`config.mk`:
```
export PLATFORM = sky130hd
export DESIGN_NAME = fdiv_sp
export DESIGN_NICKNAME = d
export VERILOG_FILES = /design/src/rtl/fdiv_pkg.sv /design/src/rtl/fdiv_front.sv /design/src/rtl/fdiv_core.sv /design/src/rtl/fdiv_round.sv /design/src/rtl/fdiv_sp.sv
export SDC_FILE = /design/constraint.sdc
export NUM_CORES = 1
export LEC_CHECK = 0
export ABC_AREA = 1
export BUFFER_PORTS_ARGS = -buffer_cell sky130_fd_sc_hd__buf_2
export CORE_ASPECT_RATIO = 0.75
export CORE_UTILIZATION = 40
export DETAILED_ROUTE_END_ITERATION = 10
export GPL_TIMING_DRIVEN = 0
export SLEW_MARGIN = 0
export SYNTH_ARGS = -nofsm -noshare
export SYNTH_HDL_FRONTEND = slang
export SYNTH_SLANG_ARGS = --single-unit
export TNS_END_PERCENT = 10
```
`constraint.sdc`:
```
create_clock -name clk -period 4.7 [get_ports clk]
set_input_delay 0.94 -clock clk [delete_from_list [all_inputs] [get_ports clk]]
set_output_delay 0.94 -clock clk [all_outputs]
set_load 0.02 [all_outputs]
```
`src/rtl/fdiv_pkg.sv`:
```
package fdiv_pkg;

  localparam int EXP_W   = 8;
  localparam int FRAC_W  = 23;
  localparam int WORD_W  = 1 + EXP_W + FRAC_W;
  localparam int SIG_W   = FRAC_W + 1;          // hidden one restored
  localparam int QUO_W   = SIG_W + 3;           // quotient bits produced
  localparam int DIV_W   = 2 * SIG_W + 3;       // remainder + quotient register
  localparam int XE_W    = EXP_W + 2;           // signed working exponent
  localparam int BIAS    = (1 << (EXP_W - 1)) - 1;
  localparam int EXP_MAX = (1 << EXP_W) - 1;

  localparam logic [WORD_W-1:0] QNAN_WORD =
    {1'b0, {EXP_W{1'b1}}, 1'b1, {(FRAC_W-1){1'b0}}};

  typedef enum logic [1:0] {
    CLS_ZERO,
    CLS_NORM,
    CLS_INF,
    CLS_NAN
  } fclass_e;

  typedef struct packed {
    logic               sign;
    fclass_e            cls;
    logic [EXP_W-1:0]   exp;
    logic [SIG_W-1:0]   sig;
  } operand_t;

  typedef enum logic [1:0] {
    ST_IDLE,
    ST_RUN,
    ST_HOLD
  } fsm_e;

  function automatic operand_t split_word(input logic [WORD_W-1:0] w);
    operand_t o;
    o.sign = w[WORD_W-1];
    o.exp  = w[WORD_W-2 -: EXP_W];
    if (o.exp == '0) begin
      o.cls = CLS_ZERO;
      o.sig = '0;
    end else if (o.exp == {EXP_W{1'b1}}) begin
      o.cls = (w[FRAC_W-1:0] != '0) ? CLS_NAN : CLS_INF;
      o.sig = {1'b1, w[FRAC_W-1:0]};
    end else begin
      o.cls = CLS_NORM;
      o.sig = {1'b1, w[FRAC_W-1:0]};
    end
    return o;
  endfunction

  function automatic logic [WORD_W-1:0] signed_inf(input logic s);
    return {s, {EXP_W{1'b1}}, {FRAC_W{1'b0}}};
  endfunction

  function automatic logic [WORD_W-1:0] signed_zero(input logic s);
    return {s, {(WORD_W-1){1'b0}}};
  endfunction

endpackage

```
`src/rtl/fdiv_front.sv`:
```
module fdiv_front
  import fdiv_pkg::*;
#(
  parameter int N_OPS = 2
) (
  input  logic [WORD_W-1:0] a_i,
  input  logic [WORD_W-1:0] b_i,
  output operand_t          op_a_o,
  output operand_t          op_b_o,
  output logic              special_o,
  output logic [WORD_W-1:0] special_word_o
);

  logic [WORD_W-1:0] raw [N_OPS];
  operand_t          ops [N_OPS];

  assign raw[0] = a_i;
  assign raw[1] = b_i;

  generate
    for (genvar g = 0; g < N_OPS; g++) begin : g_split
      assign ops[g] = split_word(raw[g]);
    end
  endgenerate

  assign op_a_o = ops[0];
  assign op_b_o = ops[1];

  logic res_sign;
  logic any_nan, zero_zero, inf_inf;

  assign res_sign  = ops[0].sign ^ ops[1].sign;
  assign any_nan   = (ops[0].cls == CLS_NAN) || (ops[1].cls == CLS_NAN);
  assign zero_zero = (ops[0].cls == CLS_ZERO) && (ops[1].cls == CLS_ZERO);
  assign inf_inf   = (ops[0].cls == CLS_INF) && (ops[1].cls == CLS_INF);

  assign special_o = (ops[0].cls != CLS_NORM) || (ops[1].cls != CLS_NORM);

  // Priority: invalid forms first, then infinite results, then zeros.
  always_comb begin
    if (any_nan || zero_zero || inf_inf) begin
      special_word_o = QNAN_WORD;
    end else if (ops[0].cls == CLS_INF || ops[1].cls == CLS_ZERO) begin
      special_word_o = signed_inf(res_sign);
    end else if (ops[0].cls == CLS_ZERO || ops[1].cls == CLS_INF) begin
      special_word_o = signed_zero(res_sign);
    end else begin
      special_word_o = '0;
    end
  end

endmodule

```
`src/rtl/fdiv_core.sv`:
```
module fdiv_core #(
  parameter int SIG_W = 24,
  parameter int QUO_W = SIG_W + 3,
  parameter int DIV_W = 2 * SIG_W + 3
) (
  input  logic             clk,
  input  logic             rst_n,
  input  logic             start_i,
  input  logic [SIG_W-1:0] a_sig_i,
  input  logic [SIG_W-1:0] b_sig_i,
  output logic             done_o,
  output logic [QUO_W-1:0] quo_o,
  output logic             rem_nz_o
);

  localparam int CNT_W  = $clog2(QUO_W);
  localparam int STEPS  = QUO_W - 1;   // bits after the one formed at load
  localparam logic [CNT_W-1:0] LAST = CNT_W'(STEPS - 1);

  // work_q = {partial remainder, quotient bits}
  logic [DIV_W-1:0] work_q;
  logic [SIG_W-1:0] dvsr_q;
  logic [CNT_W-1:0] cnt_q;
  logic             busy_q;
  logic             done_q;

  logic [SIG_W:0]   trial;
  logic [SIG_W-1:0] dvsr_sel;
  logic [SIG_W+1:0] diff;
  logic             fits;
  logic [SIG_W-1:0] rem_next;

  // One shared subtractor: the load cycle compares the raw dividend,
  // later cycles compare the doubled remainder.
  assign trial    = start_i ? {1'b0, a_sig_i} : {work_q[DIV_W-1 -: SIG_W], 1'b0};
  assign dvsr_sel = start_i ? b_sig_i : dvsr_q;
  assign diff     = {1'b0, trial} - {2'b00, dvsr_sel};
  assign fits     = ~diff[SIG_W+1];
  assign rem_next = fits ? diff[SIG_W-1:0] : trial[SIG_W-1:0];

  always_ff @(posedge clk or negedge rst_n) begin
    if (!rst_n) begin
      work_q <= '0;
      dvsr_q <= '0;
      cnt_q  <= '0;
      busy_q <= 1'b0;
      done_q <= 1'b0;
    end else begin
      done_q <= 1'b0;
      if (start_i) begin
        work_q <= {rem_next, {(QUO_W-1){1'b0}}, fits};
        dvsr_q <= b_sig_i;
        cnt_q  <= '0;
        busy_q <= 1'b1;
      end else if (busy_q) begin
        work_q <= {rem_next, work_q[QUO_W-2:0], fits};
        cnt_q  <= cnt_q + 1'b1;
        if (cnt_q == LAST) begin
          busy_q <= 1'b0;
          done_q <= 1'b1;
        end
      end
    end
  end

  assign done_o   = done_q;
  assign quo_o    = work_q[QUO_W-1:0];
  assign rem_nz_o = |work_q[DIV_W-1 -: SIG_W];

endmodule

```
`src/rtl/fdiv_round.sv`:
```
module fdiv_round
  import fdiv_pkg::*;
(
  input  logic [QUO_W-1:0]       quo_i,
  input  logic                   rem_nz_i,
  input  logic signed [XE_W-1:0] exp_i,
  input  logic                   sign_i,
  output logic [WORD_W-1:0]      word_o
);

  localparam logic signed [XE_W-1:0] ONE_X = XE_W'(1);
  localparam logic signed [XE_W-1:0] ZER_X = '0;
  localparam logic signed [XE_W-1:0] TOP_X = XE_W'(EXP_MAX);

  logic [SIG_W-1:0]       sig_t;
  logic                   g_bit, r_bit, s_bit, bump;
  logic [SIG_W:0]         sum;
  logic [SIG_W-1:0]       sig_r;
  logic signed [XE_W-1:0] e_norm, e_fin;

  always_comb begin
    // Quotient lies in (0.5, 2): pick the window by its top bit.
    if (quo_i[QUO_W-1]) begin
      sig_t  = quo_i[QUO_W-1 -: SIG_W];
      g_bit  = quo_i[2];
      r_bit  = quo_i[1];
      s_bit  = quo_i[0] | rem_nz_i;
      e_norm = exp_i;
    end else begin
      sig_t  = quo_i[QUO_W-2 -: SIG_W];
      g_bit  = quo_i[1];
      r_bit  = quo_i[0];
      s_bit  = rem_nz_i;
      e_norm = exp_i - ONE_X;
    end

    bump = g_bit & (r_bit | s_bit | sig_t[0]);
    sum  = {1'b0, sig_t} + {{SIG_W{1'b0}}, bump};
    if (sum[SIG_W]) begin
      sig_r = sum[SIG_W:1];
      e_fin = e_norm + ONE_X;
    end else begin
      sig_r = sum[SIG_W-1:0];
      e_fin = e_norm;
    end

    if (e_fin >= TOP_X) begin
      word_o = signed_inf(sign_i);
    end else if (e_fin <= ZER_X) begin
      word_o = signed_zero(sign_i);
    end else begin
      word_o = {sign_i, e_fin[EXP_W-1:0], sig_r[FRAC_W-1:0]};
    end
  end

endmodule

```
`src/rtl/fdiv_sp.sv`:
```
module fdiv_sp
  import fdiv_pkg::*;
(
  input  logic              clk,
  input  logic              rst_n,
  input  logic              in_valid,
  output logic              in_ready,
  input  logic [WORD_W-1:0] in_a,
  input  logic [WORD_W-1:0] in_b,
  output logic              out_valid,
  input  logic              out_ready,
  output logic [WORD_W-1:0] out_result
);

  localparam logic signed [XE_W-1:0] BIAS_X = XE_W'(BIAS);

  operand_t               op_a, op_b;
  logic                   spec_hit;
  logic [WORD_W-1:0]      spec_word;
  fsm_e                   state_q;
  logic [WORD_W-1:0]      result_q;
  logic                   sign_q;
  logic signed [XE_W-1:0] exp_q, exp_diff;
  logic                   accept, core_start, core_done, rem_nz;
  logic [QUO_W-1:0]       quo;
  logic [WORD_W-1:0]      round_word;

  fdiv_front u_front (
    .a_i            (in_a),
    .b_i            (in_b),
    .op_a_o         (op_a),
    .op_b_o         (op_b),
    .special_o      (spec_hit),
    .special_word_o (spec_word)
  );

  assign accept     = in_valid && (state_q == ST_IDLE);
  assign core_start = accept && !spec_hit;
  assign exp_diff   = $signed({2'b00, op_a.exp}) - $signed({2'b00, op_b.exp}) + BIAS_X;

  fdiv_core #(
    .SIG_W (SIG_W),
    .QUO_W (QUO_W),
    .DIV_W (DIV_W)
  ) u_core (
    .clk      (clk),
    .rst_n    (rst_n),
    .start_i  (core_start),
    .a_sig_i  (op_a.sig),
    .b_sig_i  (op_b.sig),
    .done_o   (core_done),
    .quo_o    (quo),
    .rem_nz_o (rem_nz)
  );

  fdiv_round u_round (
    .quo_i    (quo),
    .rem_nz_i (rem_nz),
    .exp_i    (exp_q),
    .sign_i   (sign_q),
    .word_o   (round_word)
  );

  always_ff @(posedge clk or negedge rst_n) begin
    if (!rst_n) begin
      state_q  <= ST_IDLE;
      result_q <= '0;
      sign_q   <= 1'b0;
      exp_q    <= '0;
    end else begin
      case (state_q)
        ST_IDLE: begin
          if (accept) begin
            sign_q <= op_a.sign ^ op_b.sign;
            exp_q  <= exp_diff;
            if (spec_hit) begin
              result_q <= spec_word;
              state_q  <= ST_HOLD;
            end else begin
              state_q  <= ST_RUN;
            end
          end
        end
        ST_RUN: begin
          if (core_done) begin
            result_q <= round_word;
            state_q  <= ST_HOLD;
          end
        end
        ST_HOLD: begin
          if (out_ready) state_q <= ST_IDLE;
        end
        default: state_q <= ST_IDLE;
      endcase
    end
  end

  assign in_ready   = (state_q == ST_IDLE);
  assign out_valid  = (state_q == ST_HOLD);
  assign out_result = result_q;

endmodule

```
# == Word-level counts from Yosys, hierarchy flattened ==
# Index checks and enable logic that the tools add are counted.
# totals
latch_bits,0
register_bits,127
romBits,0
word_cells,105
mem_count,0
mem_bits_rw,0
# op_classes
n_reduce_logical,24
n_eq_ne,15
n_lt_le_gt_ge,2
muxes,42
n_shift,0
div_mod_pow,0
add_sub_neg,7
bitwise,6
mul,0
# op_table
operator,count
$mux 32,6
$mux 24,5
$mux 51,2
$pmux 32 s2,1
$mux 31,2
$reduce_bool 23->1,2
$sub 25x24->26,1
$add 24x1->25,1
$mux 25,1
$reduce_or 24->1,1
$mux 23,1
$mux 10,2
$eq 8x8->1 const B,2
$logic_not 8->1,2
$mux 2,8
$ne 2x1->1 const B,6
$mux 1,11
$add 10x2->10 const B,1
$add 9x8->10 const B,1
$eq 2x2->1 const B,5
$ge 10x9->1 const B,1
$le 10x1->1 const B,1
$mux 5,2
$sub 10x2->10 const B,1
other kinds (17),30

# == Longest topological paths before layout ==
# Gate-level depths: netlist of run 1.
# logic_depth
word_depth,13
depth_mapped,29
mapped_depth_nobuf,24

# == Modules after synthesis ==
# Synthesis of run 1 repeated with hierarchy kept, for this count alone.
# hier_totals
hier_cells,1879
area_unflattened_um2,11823.8
# by_module_without_submodules
module,cells_each,seq_area_each_um2,area_per_inst_um2,n_inst
fdiv_core,857,2052.0,5908.2,1
fdiv_sp,348,1126.1,2606.2,1
fdiv_round,442,0.0,2214.6,1
fdiv_front,232,0.0,1094.8,1

# == Least setup slack after synthesis of run 1 ==
# OpenSTA, ideal clock, no wires.
# synth_timing
kind,in2reg
startpoint,input port in_a[24]
endpoint,register u_core.work_q[44]
setup_ps,118
stages,28
slack_ps,341
arrival_time_ps,4241
path_buffers,6
path_cell_list,nand2_1 -> nor2_1 -> nand2_1 -> inv_1 -> nor2_1 -> nand3_2 -> buf_6 -> buf_4 -> buf_2 -> inv_1 -> clkbuf_1 -> clkbuf_1 -> nand2_1 -> o21ai_0 -> inv_1 -> ha_1 -> nand2_1 -> nor2_1 -> inv_1 -> nor2_2 -> inv_1 -> nor3_4 -> nand2_4 -> nand3_4 -> buf_6 -> nand3_1 -> nand3_1 -> nand2_1
# synth_between
elab_chain_cells,12
elab_cells_between_ends,16
cone_classes,1 x add/sub; 2 x eq/ne; 8 x mux; 5 x reduce/logical
# synth_rtl
item,line_no,text
from (decl),fdiv_sp.sv:8,"input logic [WORD_W-1:0] in_a,"
$eq 8x8->1,fdiv_pkg.sv:43,end else if (o.exp == {EXP_W{1'b1}}) begin
$mux 2,fdiv_pkg.sv:43,
$mux 2 (*),fdiv_pkg.sv:40,if (o.exp == '0) begin
$ne 2x1->1 (*),fdiv_front.sv:37,assign special_o = (ops[0].cls != CLS_NORM) || (ops[1].cls != CLS_NORM);
$logic_or 1x1->1 (*),fdiv_front.sv:37,
$logic_not 1->1 (*),fdiv_sp.sv:38,assign core_start = accept && !spec_hit;
$logic_and 1x1->1 (*),fdiv_sp.sv:38,
$mux 24 (*),n/a,
net u_core.dvsr_sel[17],fdiv_core.sv:28,logic [SIG_W-1:0] dvsr_sel;
$sub 25x24->26 (*),fdiv_core.sv:37,"assign diff = {1'b0, trial} - {2'b00, dvsr_sel};"
$mux 24 (*),fdiv_core.sv:39,assign rem_next = fits ? diff[SIG_W-1:0] : trial[SIG_W-1:0];
$mux 51,fdiv_core.sv:55,end else if (busy_q) begin
$mux 51 (*),fdiv_core.sv:50,if (start_i) begin
to (signal assigned),fdiv_core.sv:51,"work_q <= {rem_next, {(QUO_W-1){1'b0}}, fits};"
to (signal assigned),fdiv_core.sv:56,"work_q <= {rem_next, work_q[QUO_W-2:0], fits};"
to (decl),fdiv_core.sv:21,logic [DIV_W-1:0] work_q;
# The timed path passes the listed nets; every way through them passes the cells marked *. The select of a mux whose other input is x is not followed.
# A chain may end at the register's enable or synchronous reset.

# == Final worst setup path of run 1 ==
# layout_timing
startpoint,input port in_a[24]
endpoint,register u_core.work_q[44]
# layout_between
elab_chain_cells,12
elab_cells_between_ends,16
cone_classes,1 x add/sub; 2 x eq/ne; 8 x mux; 5 x reduce/logical
# layout_rtl
item,line_no
$eq 8x8->1,fdiv_pkg.sv:43
$mux 2,fdiv_pkg.sv:43
$mux 2,fdiv_pkg.sv:40
$ne 2x1->1,fdiv_front.sv:37
$logic_or 1x1->1,fdiv_front.sv:37
$logic_not 1->1,fdiv_sp.sv:38
$logic_and 1x1->1,fdiv_sp.sv:38
$mux 25 / $mux 24 (equally long branches),n/a
$sub 25x24->26,fdiv_core.sv:37
$mux 24,fdiv_core.sv:39
$mux 51,fdiv_core.sv:55
$mux 51,fdiv_core.sv:50
# Parallel ways exist; a longest one is shown, timed or not. The select of a mux whose other input is x is not followed.

==> results of run 1 <==
[worst min-delay path by stage]
stage / startpoint / endpoint / cells after the start
floorplan: u_core.dvsr_q[23]$_DFF_PN0_ / u_core.dvsr_q[23]$_DFF_PN0_ / 2
global placement: u_core.done_o$_DFF_PN0_ / state_q[0]$_DFFE_PN0P_ / 1
detailed placement: u_core.done_o$_DFF_PN0_ / state_q[0]$_DFFE_PN0P_ / 1
CTS: rst_n / sign_q$_DFFE_PN0P_ / 1
global route: rst_n / sign_q$_DFFE_PN0P_ / 1
finish: rst_n / sign_q$_DFFE_PN0P_ / 1
[worst max-delay path, delay by kind of cell]
family	cells	cell delay, ns
AND/OR/NAND/NOR	14	1.89
buffers and inverters	10	1.45
adder cells (fa/ha/maj)	1	0.30
AO/OA/AOI/OAI	1	0.13
[power by group through the flow]
stage / Combinational (uW) / Sequential, uW / Clock (uW)
finish: 5630 / 1760 / 1380
global route: 6360 / 1800 / 1450
CTS: 5490 / 1750 / 1410
detailed placement: 5440 / 1760 / 0
global placement: 5390 / 1760 / 0
floorplan: 4090 / 1750 / 0
[sequential cells by signal (all words and copies together) (netlist names)]
register,count
state_q,2
out_result,32
u_core.done_o,1
u_core.dvsr_q,24
u_core.busy_q,1
u_core.cnt_q,5
u_core.work_q,51
sign_q,1
exp_q,10
[through the flow]
step	cells	hold WS, ns	total power [uW]	area, um^2
floorplan	1667	0.430	5840	10700
global placement	2112	0.449	7150	11600
detailed placement	2113	0.453	7200	11700
CTS	2148	0.411	8640	12300
global route	2149	0.422	9610	12300
finish	2149	0.403	8770	12300
[cell families after synthesis]
group / count (synthesis) / share of synthesized area
compound gates: 202 / 0.114
xor+xnor: 41 / 0.0343
fa+ha+maj: 28 / 0.0342
buf+inv: 336 / 0.131
flops: 127 / 0.297
simple gates: 933 / 0.389
[Yosys cell counts, types with 4 or more instances]
library cell	instances	area share
a31oi_1	28	0.016
nand2_2	18	0.011
xor2_1	32	0.026
dfrtp_1	127	0.30
nor2_2	10	0.0059
xnor2_1	8	0.0066
a21oi_1	38	0.018
nand3_1	149	0.070
o21ai_0	56	0.026
a21boi_0	6	0.0042
o21ai_1	28	0.013
buf_1	5	0.0018
nor2_1	164	0.058
o21ai_2	21	0.017
clkbuf_1	22	0.0077
inv_2	8	0.0028
nand4_1	42	0.025
nand2_1	491	0.17
o21a_1	4	0.0028
nor2_4	4	0.0042
ha_1	26	0.030
o21bai_1	6	0.0042
nor4_1	5	0.0029
buf_6	11	0.012
buf_2	9	0.0042
inv_1	271	0.095
nand3b_1	11	0.0077
or2_2	11	0.0064
nor3_1	10	0.0047
[layer usage]
metal | share of wire | routed length, um | GRT usage | vias to the layer above
met5 | 0 | 0 | 0 | -
met4 | 0.011 | 371 | 0.0611 | 0
met3 | 0.076 | 2550 | 0.0493 | 30
met2 | 0.40 | 13400 | 0.356 | 375
met1 | 0.52 | 17300 | 0.390 | 5096
li1 | - | - | - | 5535
[repair_timing]
item	CTS	global route
pin swaps	2	1
endpoints found under the setup margin	25	25
buffers inserted	4	2
resized for setup	10	11
cloned	0	0
[final cells by class]
| class | instances | area [um^2] | share of cell area |
|---|---|---|---|
| Multi-Input combinational cell | 1204 | 6120 | 0.497 |
| Clock buffer | 17 | 425 | 0.0345 |
| Inverter | 284 | 1080 | 0.0873 |
| Clock inverter | 14 | 168 | 0.0136 |
| Timing Repair Buffer | 108 | 584 | 0.0474 |
| Sequential cell | 127 | 3180 | 0.258 |
| Buffer | 51 | 342 | 0.0277 |
| Tap cell | 344 | 430 | 0.0349 |
==> metrics.md, run 1 <==
| Metric | Value |
|---|---|
| R2r startpoint | `state_q[0]$_DFFE_PN0P_` |
| Clk pin slew, worst setup/hold paths | `0.06 ns` |
| Switching power | `4580 uW` |
| Failing checks | `max-capacitance violations` |
| Gpl congestion | `0.968` |
| Remaining Overflow, GRT | `0` |
| Worst slack, placed | `-1.24 ns` |
| Post-synth EDFFs | `0` |
| Pin slew with the least headroom to its limit | `1.47 ns` |
| Clk_lat worst skew | `0.44 ns` |
| Initial Util | `0.409` |
| Relative slew slack | `0.00975` |
| Largest net degree at the start of global routing | `91` |
| Hold Path Class | `in -> async` |
| N_diodes | `0` |
| Syn Inst Count | `1667` |
| R2r endpoint | `u_core.work_q[44]$_DFFE_PN0P_` |
| FP Rows | `51` |
| Synth Cell Area | `10700 um^2` |
| Die width | `191 um` |
| Drt pass-1 iters | `5` |
| Upper clock frequency limit | `228 MHz` |
| Reg power frac | `0.200` |
| Area grow syn2layout | `15.4%` |
| Worst Setup SP | `in_a[24]` |
| Vias/cell | `5.14` |
| Buffers on Ports | `101` |
| Setup slack after layout | `0.310 ns` |
| Overall die area | `27400 um^2` |
| Setup Total Neg Slack | `0 ns` |
| Post-synth top flop | `dfrtp_1` |
| RSZ-0062 raised after global routing | `false` |
| Reg2Reg Setup Slack | `0.55 ns` |
| Commonest non-fill, non-tap cells in the layout | `nand2_1 (491), inv_1 (270), nor2_1 (164)` |
| Final wirelength | `33700 um` |
| First-pass GRT wire length | `53600 um` |
| Startpoint type of the worst setup path | `primary input` |
| Root Buffer | `clkbuf_16` |
| Library cells used by synthesis | `54` |
| Leakage | `0.00673 uW` |
| CP arrival | `4.71 ns` |
| Max_cap viols | `1` |
| Fin crit period | `4.39 ns` |
| Syn_area_per_cell | `6.41 um^2` |
| Layout Skew | `0.0142 ns` |
| Status | `finished with violations` |
| Setup Viol. Count Final | `0` |
| Switching share of power | `0.522` |
| Pwr dens | `711 nW/um^2` |
| Vias in the first global route | `9991` |
| Fraction of layout instances using a drive strength above 1 | `0.148` |
| Period utilisation layout | `0.934` |
| Async S/R FF share, synth | `1.00` |
| Crit Path Class | `in -> reg` |
| Comb pwr share | `0.642` |
| Register area share after synthesis | `0.297` |
| Total CTS buffers | `17` |
| GR Util All Layers | `0.253` |
| Routed wire per std cell | `15.7 um` |
| Final nets | `1889` |
| Syn nets | `1763` |
| # clock sinks | `127` |
| Final hold vios | `0` |
| Worst Setup End Kind | `register` |
| Remaining antenna violation count | `0` |
| Critical path peak fanout | `19` |
| Initial antenna violation count | `0` |
| Post-layout util | `0.472` |
| Seq cells post-synth | `127` |
| CP required | `5.02 ns` |
| Clk pwr share | `0.158` |
| Crit-path max cell delay | `0.36 ns` |
| Max VDD drop | `396 uV` |
| DP HPWL | `26500 um` |
| Leading cell type in the layout, fill and taps excluded | `nand2_1` |
| Iter 0 DRT Violations | `986` |
| Core Box Area | `26100 um^2` |
| Max-slew violations | `0` |
| Chip Height | `144 um` |
| Synth Warn # | `0` |
| End point of the critical path | `u_core.work_q[44]$_DFFE_PN0P_` |
| Cts hold-fix bufs | `0` |
| Slowest CP cell | `or2_2` |
| CTS H-tree lvls | `4` |
| Routed vias | `11036` |
| DRC violations left | `0` |
| CTS tree | `done` |
| Fill cells | `2778` |
| Reg2reg path depth | `25` |
| Maximum root-to-sink buffer count | `2` |
| Boundary Pins | `102` |
| Internal power | `4190 uW` |
Power figures use the tool's default switching activity.
==> run 2, diff against run 1 <==
--- a/config.mk
+++ b/config.mk
@@ -7,6 +7,7 @@
 export LEC_CHECK = 0
 export ABC_AREA = 1
 export BUFFER_PORTS_ARGS = -buffer_cell sky130_fd_sc_hd__buf_2
+export CAP_MARGIN = 5
 export CORE_ASPECT_RATIO = 0.75
 export CORE_UTILIZATION = 40
 export DETAILED_ROUTE_END_ITERATION = 10
==> constraint.sdc (replaced) <==
create_clock -name clk -period 5.65 [get_ports clk]
set_input_delay 1.13 -clock clk [delete_from_list [all_inputs] [get_ports clk]]
set_output_delay 1.13 -clock clk [all_outputs]
set_load 0.02 [all_outputs]
==> metrics.md, run 2 (synthesis gave the netlist of run 1 again) <==
| Metric | Value |
|---|---|
| Routed vias | `10913` |
| Hold EP | `state_q[0]$_DFFE_PN0P_` |
| Clk pin slew, worst setup/hold paths | `0.06 ns` |
| CP required | `5.97 ns` |
| Crit Path Class | `in -> reg` |
| Fraction of layout instances using a drive strength above 1 | `0.142` |
| Layout Skew | `0.0139 ns` |
| Max VDD drop | `318 uV` |
| Cells on Worst Hold Path | `1` |
| Max_cap viols | `0` |
| Fin crit period | `5.14 ns` |
| FP Rows | `51` |
| Reg2Reg Setup Slack | `1.02 ns` |
| Top reg by flops | `u_core.work_q` |
| Period utilisation layout | `0.909` |
| Clk_lat worst skew | `0.44 ns` |
| CP arrival | `5.46 ns` |
| Total CTS buffers | `17` |
| GRT met2 Usage | `0.356` |
| Post-CTS sizing | `1` |
| Setup bufs post-CTS | `0` |
| R2r endpoint | `u_core.work_q[44]$_DFFE_PN0P_` |
| N_diodes | `0` |
| Slowest CP cell | `ha_1` |
| Crit-path max cell delay | `0.43 ns` |
| CTS H-tree lvls | `4` |
| Reg2reg path depth | `24` |
| First-pass GRT wire length | `53500 um` |
| Upper clock frequency limit | `195 MHz` |
| Startpoint type of the worst setup path | `primary input` |
| Final wirelength | `33400 um` |
| Pwr dens | `590 nW/um^2` |
| CP most frequent cell | `inv_1` |
| Drt pass-1 iters | `5` |
| Largest net degree at the start of global routing | `91` |
| DP HPWL | `26500 um` |
| Worst Setup End Kind | `register` |
| Register area | `3180 um^2` |
| RSZ-0062 raised after global routing | `false` |
| Initial antenna violation count | `0` |
| M3 GR Usage | `0.0476` |
| Relative slew slack | `0.0508` |
| Buffers on Ports | `101` |
| Critical path peak fanout | `28` |
| Setup Total Neg Slack | `0 ns` |
| Final nets | `1882` |
| R2r startpoint | `state_q[0]$_DFFE_PN0P_` |
| Pin slew with the least headroom to its limit | `1.41 ns` |
| Routed wire per std cell | `15.6 um` |
| Area grow syn2layout | `14.5%` |
| Cts hold-fix bufs | `0` |
| # clock sinks | `127` |
| Core Box Area | `26100 um^2` |
| Gpl congestion | `0.968` |
| Fill cells | `2790` |
| Boundary Pins | `102` |
| Leading cell type in the layout, fill and taps excluded | `nand2_1` |
| HP Start | `u_core.done_o$_DFF_PN0_` |
| Iter 0 DRT Violations | `927` |
| Vias/cell | `5.09` |
| Max-slew violations | `0` |
| Leakage | `0.00669 uW` |
| Status | `finished, final reports clean` |
| Maximum root-to-sink buffer count | `2` |
| Root Buffer | `clkbuf_16` |
| Number of flip-flops in the largest register | `51` |
| CTS tree | `done` |
| Area of the multi-input gates | `6110 um^2` |
| Chip Height | `144 um` |
| Remaining Overflow, GRT | `0` |
| Commonest non-fill, non-tap cells in the layout | `nand2_1 (491), inv_1 (271), nor2_1 (164)` |
| DRC violations left | `0` |
| GR peak layer | `met1` |
| Grt met1 use | `0.389` |
| Final Power | `7230 uW` |
| Setup Viol. Count Final | `0` |
| Final hold vios | `0` |
| Initial Util | `0.409` |
| Remaining antenna violation count | `0` |
| Vias in the first global route | `9957` |
| Hold Path Class | `reg -> reg` |
| GR Util All Layers | `0.253` |
| Overall die area | `27400 um^2` |
| Die width | `191 um` |
run 2: layout make-up:
type	instances	area share
Timing Repair Buffer	102	0.0441
Inverter	284	0.0876
Tap cell	344	0.0352
Sequential cell	127	0.260
Multi-Input combinational cell	1204	0.499
Clock inverter	14	0.0137
Clock buffer	17	0.0348
Buffer	50	0.0256
run 2: worst max-delay path by stage:
| stage | start | endpoint | slack [ns] | depth (start not counted) |
|---|---|---|---|---|
| 2_1_floorplan | in_a[24] | u_core.work_q[44]$_DFFE_PN0P_ | 1.10 | 28 |
| 3_3_place_gp | in_a[24] | u_core.work_q[44]$_DFFE_PN0P_ | -0.47 | 29 |
| 3_5_place_dp | in_a[24] | u_core.work_q[44]$_DFFE_PN0P_ | -0.48 | 29 |
| 4_1_cts | in_a[28] | u_core.work_q[44]$_DFFE_PN0P_ | 0.09 | 27 |
| 5_1_grt | in_a[29] | u_core.work_q[44]$_DFFE_PN0P_ | 0.15 | 25 |
| 6_report | in_a[28] | u_core.work_q[44]$_DFFE_PN0P_ | 0.51 | 25 |
run 2: critical path: cells and delay by family:
family,cells,cell delay (ns)
adder cells (fa/ha/maj),1,0.43
buffers and inverters,9,1.62
AO/OA/AOI/OAI,1,0.26
AND/OR/NAND/NOR,14,2.00
run 2: stage by stage:
| step | util | setup WS [ns] | cells | cell area (um^2) | hold slack [ns] |
|---|---|---|---|---|---|
| after floorplan | - | 1.10 | 1667 | 10700 | 0.430 |
| after global placement | 0.445 | -0.469 | 2112 | 11600 | 0.449 |
| after detailed placement | 0.446 | -0.482 | 2113 | 11700 | 0.453 |
| after CTS | 0.469 | 0.0931 | 2144 | 12200 | 0.459 |
| after global routing | 0.469 | 0.150 | 2142 | 12200 | 0.489 |
| final | 0.469 | 0.512 | 2142 | 12200 | 0.458 |
run 2: power by group:
| part | internal, uW | switching, uW |
|---|---|---|
| combinational | 1490 | 3120 |
| clock | 691 | 457 |
| sequential | 1250 | 209 |
| total | 3440 | 3790 |
run 2: per-layer routing:
layer / vias to the layer above / wire (um)
met4: 0 / 388
met3: 30 / 2340
met1: 5032 / 17500
met5: - / 0
met2: 322 / 13200
li1: 5529 / -
==> run 3, diff against run 2 <==
--- a/config.mk
+++ b/config.mk
@@ -6,11 +6,11 @@
 export NUM_CORES = 1
 export LEC_CHECK = 0
 export ABC_AREA = 1
-export BUFFER_PORTS_ARGS = -buffer_cell sky130_fd_sc_hd__buf_2
 export CAP_MARGIN = 5
 export CORE_ASPECT_RATIO = 0.75
 export CORE_UTILIZATION = 40
 export DETAILED_ROUTE_END_ITERATION = 10
+export DONT_BUFFER_PORTS = 1
 export GPL_TIMING_DRIVEN = 0
 export SLEW_MARGIN = 0
 export SYNTH_ARGS = -nofsm -noshare
==> metrics.md, run 3 (synthesis gave the netlist of run 1 again) <==
| Metric | Value |
|---|---|
| Status | `finished, final reports clean` |
| Leading cell type in the layout, fill and taps excluded | `nand2_1` |
| Layout Skew | `0.0113 ns` |
| DRC violations left | `0` |
| Internal power | `3410 uW` |
| Largest net degree at the start of global routing | `128` |
| Die width | `191 um` |
| Reg power frac | `0.208` |
| Worst Setup SP | `in_a[29]` |
| Worst Setup End Kind | `register` |
| Gpl congestion | `0.961` |
| Vias in the first global route | `9783` |
| Final nets | `1782` |
| Root Buffer | `clkbuf_16` |
| Comb pwr share | `0.629` |
| Upper clock frequency limit | `188 MHz` |
| Hold Path Class | `in -> async` |
| Number of flip-flops in the largest register | `51` |
| Leakage | `0.00623 uW` |
| Post-Layout Cell Count | `2043` |
| Max_cap viols | `0` |
| Routed vias | `10787` |
| Worst Path Buf+Inv | `10` |
| Relative slew slack | `0.168` |
| Final wirelength | `33400 um` |
| Switching power | `3820 uW` |
| Setup Total Neg Slack | `0 ns` |
| Fraction of layout instances using a drive strength above 1 | `0.0918` |
| Max VDD drop | `295 uV` |
| Switching share of power | `0.528` |
| CP arrival | `5.62 ns` |
| CP delay by family, top | `simple AND/OR/NAND/NOR gates` |
| Startpoint type of the worst setup path | `primary input` |
| Placed insts | `2011` |
| Max-slew violations | `0` |
| Routed wire per std cell | `16.3 um` |
| Crit-path max cell delay | `0.44 ns` |
| Commonest non-fill, non-tap cells in the layout | `nand2_1 (491), inv_1 (271), nor2_1 (164)` |
| Initial Util | `0.409` |
| Design area | `11700 um^2` |
| Clk_lat worst skew | `0.43 ns` |
| GR Util All Layers | `0.250` |
| Overall die area | `27400 um^2` |
| Crit Path Class | `in -> reg` |
| RSZ-0062 raised after global routing | `false` |
| Vias/cell | `5.28` |
| Maximum root-to-sink buffer count | `2` |
| Setup Viol. Count Final | `0` |
| N_diodes | `0` |
| Setup bufs post-CTS | `0` |
| CTS H-tree lvls | `4` |
| Core Box Area | `26100 um^2` |
| Buffers on Ports | `0` |
| Total CTS buffers | `17` |
| Period utilisation layout | `0.941` |
| Iter 0 DRT Violations | `1140` |
| Fin crit period | `5.31 ns` |
| Remaining antenna violation count | `0` |
| Post-layout util | `0.449` |
| Clk pin slew, worst setup/hold paths | `0.06 ns` |
| Top reg by flops | `u_core.work_q` |
| Post-CTS sizing | `0` |
| Initial antenna violation count | `0` |
| First-pass GRT wire length | `52800 um` |
| R2r startpoint | `state_q[0]$_DFFE_PN0P_` |
| Clk pwr share | `0.163` |
| FP Rows | `51` |
| CP required | `5.96 ns` |
| Pin slew with the least headroom to its limit | `1.24 ns` |
| Placed instance area | `11100 um^2` |
| Boundary Pins | `102` |
| Final hold vios | `0` |
| CTS tree | `done` |
| Pwr dens | `617 nW/um^2` |
| Chip Height | `144 um` |
| # clock sinks | `127` |
| Drt pass-1 iters | `5` |
| CP most frequent cell | `inv_1` |
| Cts hold-fix bufs | `0` |
| Area grow syn2layout | `9.77%` |
| DP HPWL | `25800 um` |
| Critical path peak fanout | `10` |
| Remaining Overflow, GRT | `0` |
| Slowest CP cell | `ha_1` |
==> run 3: changes by cell type in the layout (fill, tap and decap cells not counted), sizes merged <==
cell      delta
buf        -100
clkbuf       +1
clkinv       -5
clkinvlp     +1
inv          +4
==> run 3: layer usage <==
metal	GRT usage	part of all wire
met2	0.348	0.40
met1	0.392	0.50
met3	0.0420	0.088
met5	0	0
met4	0.0531	0.012
==> run 3: stage by stage <==
step / power [uW] / setup slack, ns / hold WS (ns)
6_report: 7240 / 0.336 / 0.395
5_1_grt: 7890 / 0.0566 / 0.375
4_1_cts: 7160 / 0.157 / 0.380
3_5_place_dp: 5940 / -0.259 / 0.447
3_3_place_gp: 5880 / -0.260 / 0.445
2_1_floorplan: 4850 / 1.10 / 0.430
==> run 3: cell type report <==
type / count / area [um^2]
Buffer: 52 / 327
Clock buffer: 18 / 429
Clock inverter: 14 / 180
Fill cell: 2771 / 14400
Inverter: 284 / 1070
Multi-Input combinational cell: 1204 / 6110
Sequential cell: 127 / 3180
Tap cell: 344 / 430
==> run 3: final timing paths <==
kind / slack [ns] / endpoint / depth (start not counted)
worst min-delay path: 0.40 / u_core.dvsr_q[7]$_DFF_PN0_ / 0
worst min register to register: 0.46 / state_q[0]$_DFFE_PN0P_ / 1
worst max register to register: 0.55 / u_core.work_q[44]$_DFFE_PN0P_ / 26
max in group asynchronous: 5.00 / u_core.work_q[5]$_DFFE_PN0P_ / 0
min in group clk: 0.46 / state_q[0]$_DFFE_PN0P_ / 1
worst max-delay path: 0.34 / u_core.work_q[44]$_DFFE_PN0P_ / 26
==> run 3: worst register-to-register path, cell delays in order (launching register included) <==
cell and delay (ns):
dfrtp_1 0.47, nor2_4 0.22, nand2_2 0.18, inv_2 0.15, nand3_2 0.10, buf_6 0.16
buf_4 0.19, buf_2 0.22, inv_1 0.27, clkbuf_2 0.32, buf_2 0.33, nand2_1 0.08
o21ai_0 0.11, inv_1 0.10, ha_1 0.44, nand2_1 0.13, nor2_1 0.14, inv_1 0.08
nor2_2 0.18, inv_1 0.09, nor3_4 0.22, nand2_4 0.13, nand3_4 0.18, buf_6 0.19
nand3_1 0.13, nand3_1 0.11, nand2_1 0.08
==> run 3: power by group through the flow <==
| stage | logic, uW | registers [uW] | clock network, uW |
|---|---|---|---|
| after floorplan | 3400 | 1460 | 0 |
| after global placement | 4380 | 1510 | 0 |
| after detailed placement | 4430 | 1520 | 0 |
| after CTS | 4460 | 1500 | 1200 |
| after global routing | 5110 | 1550 | 1230 |
| final | 4550 | 1510 | 1180 |
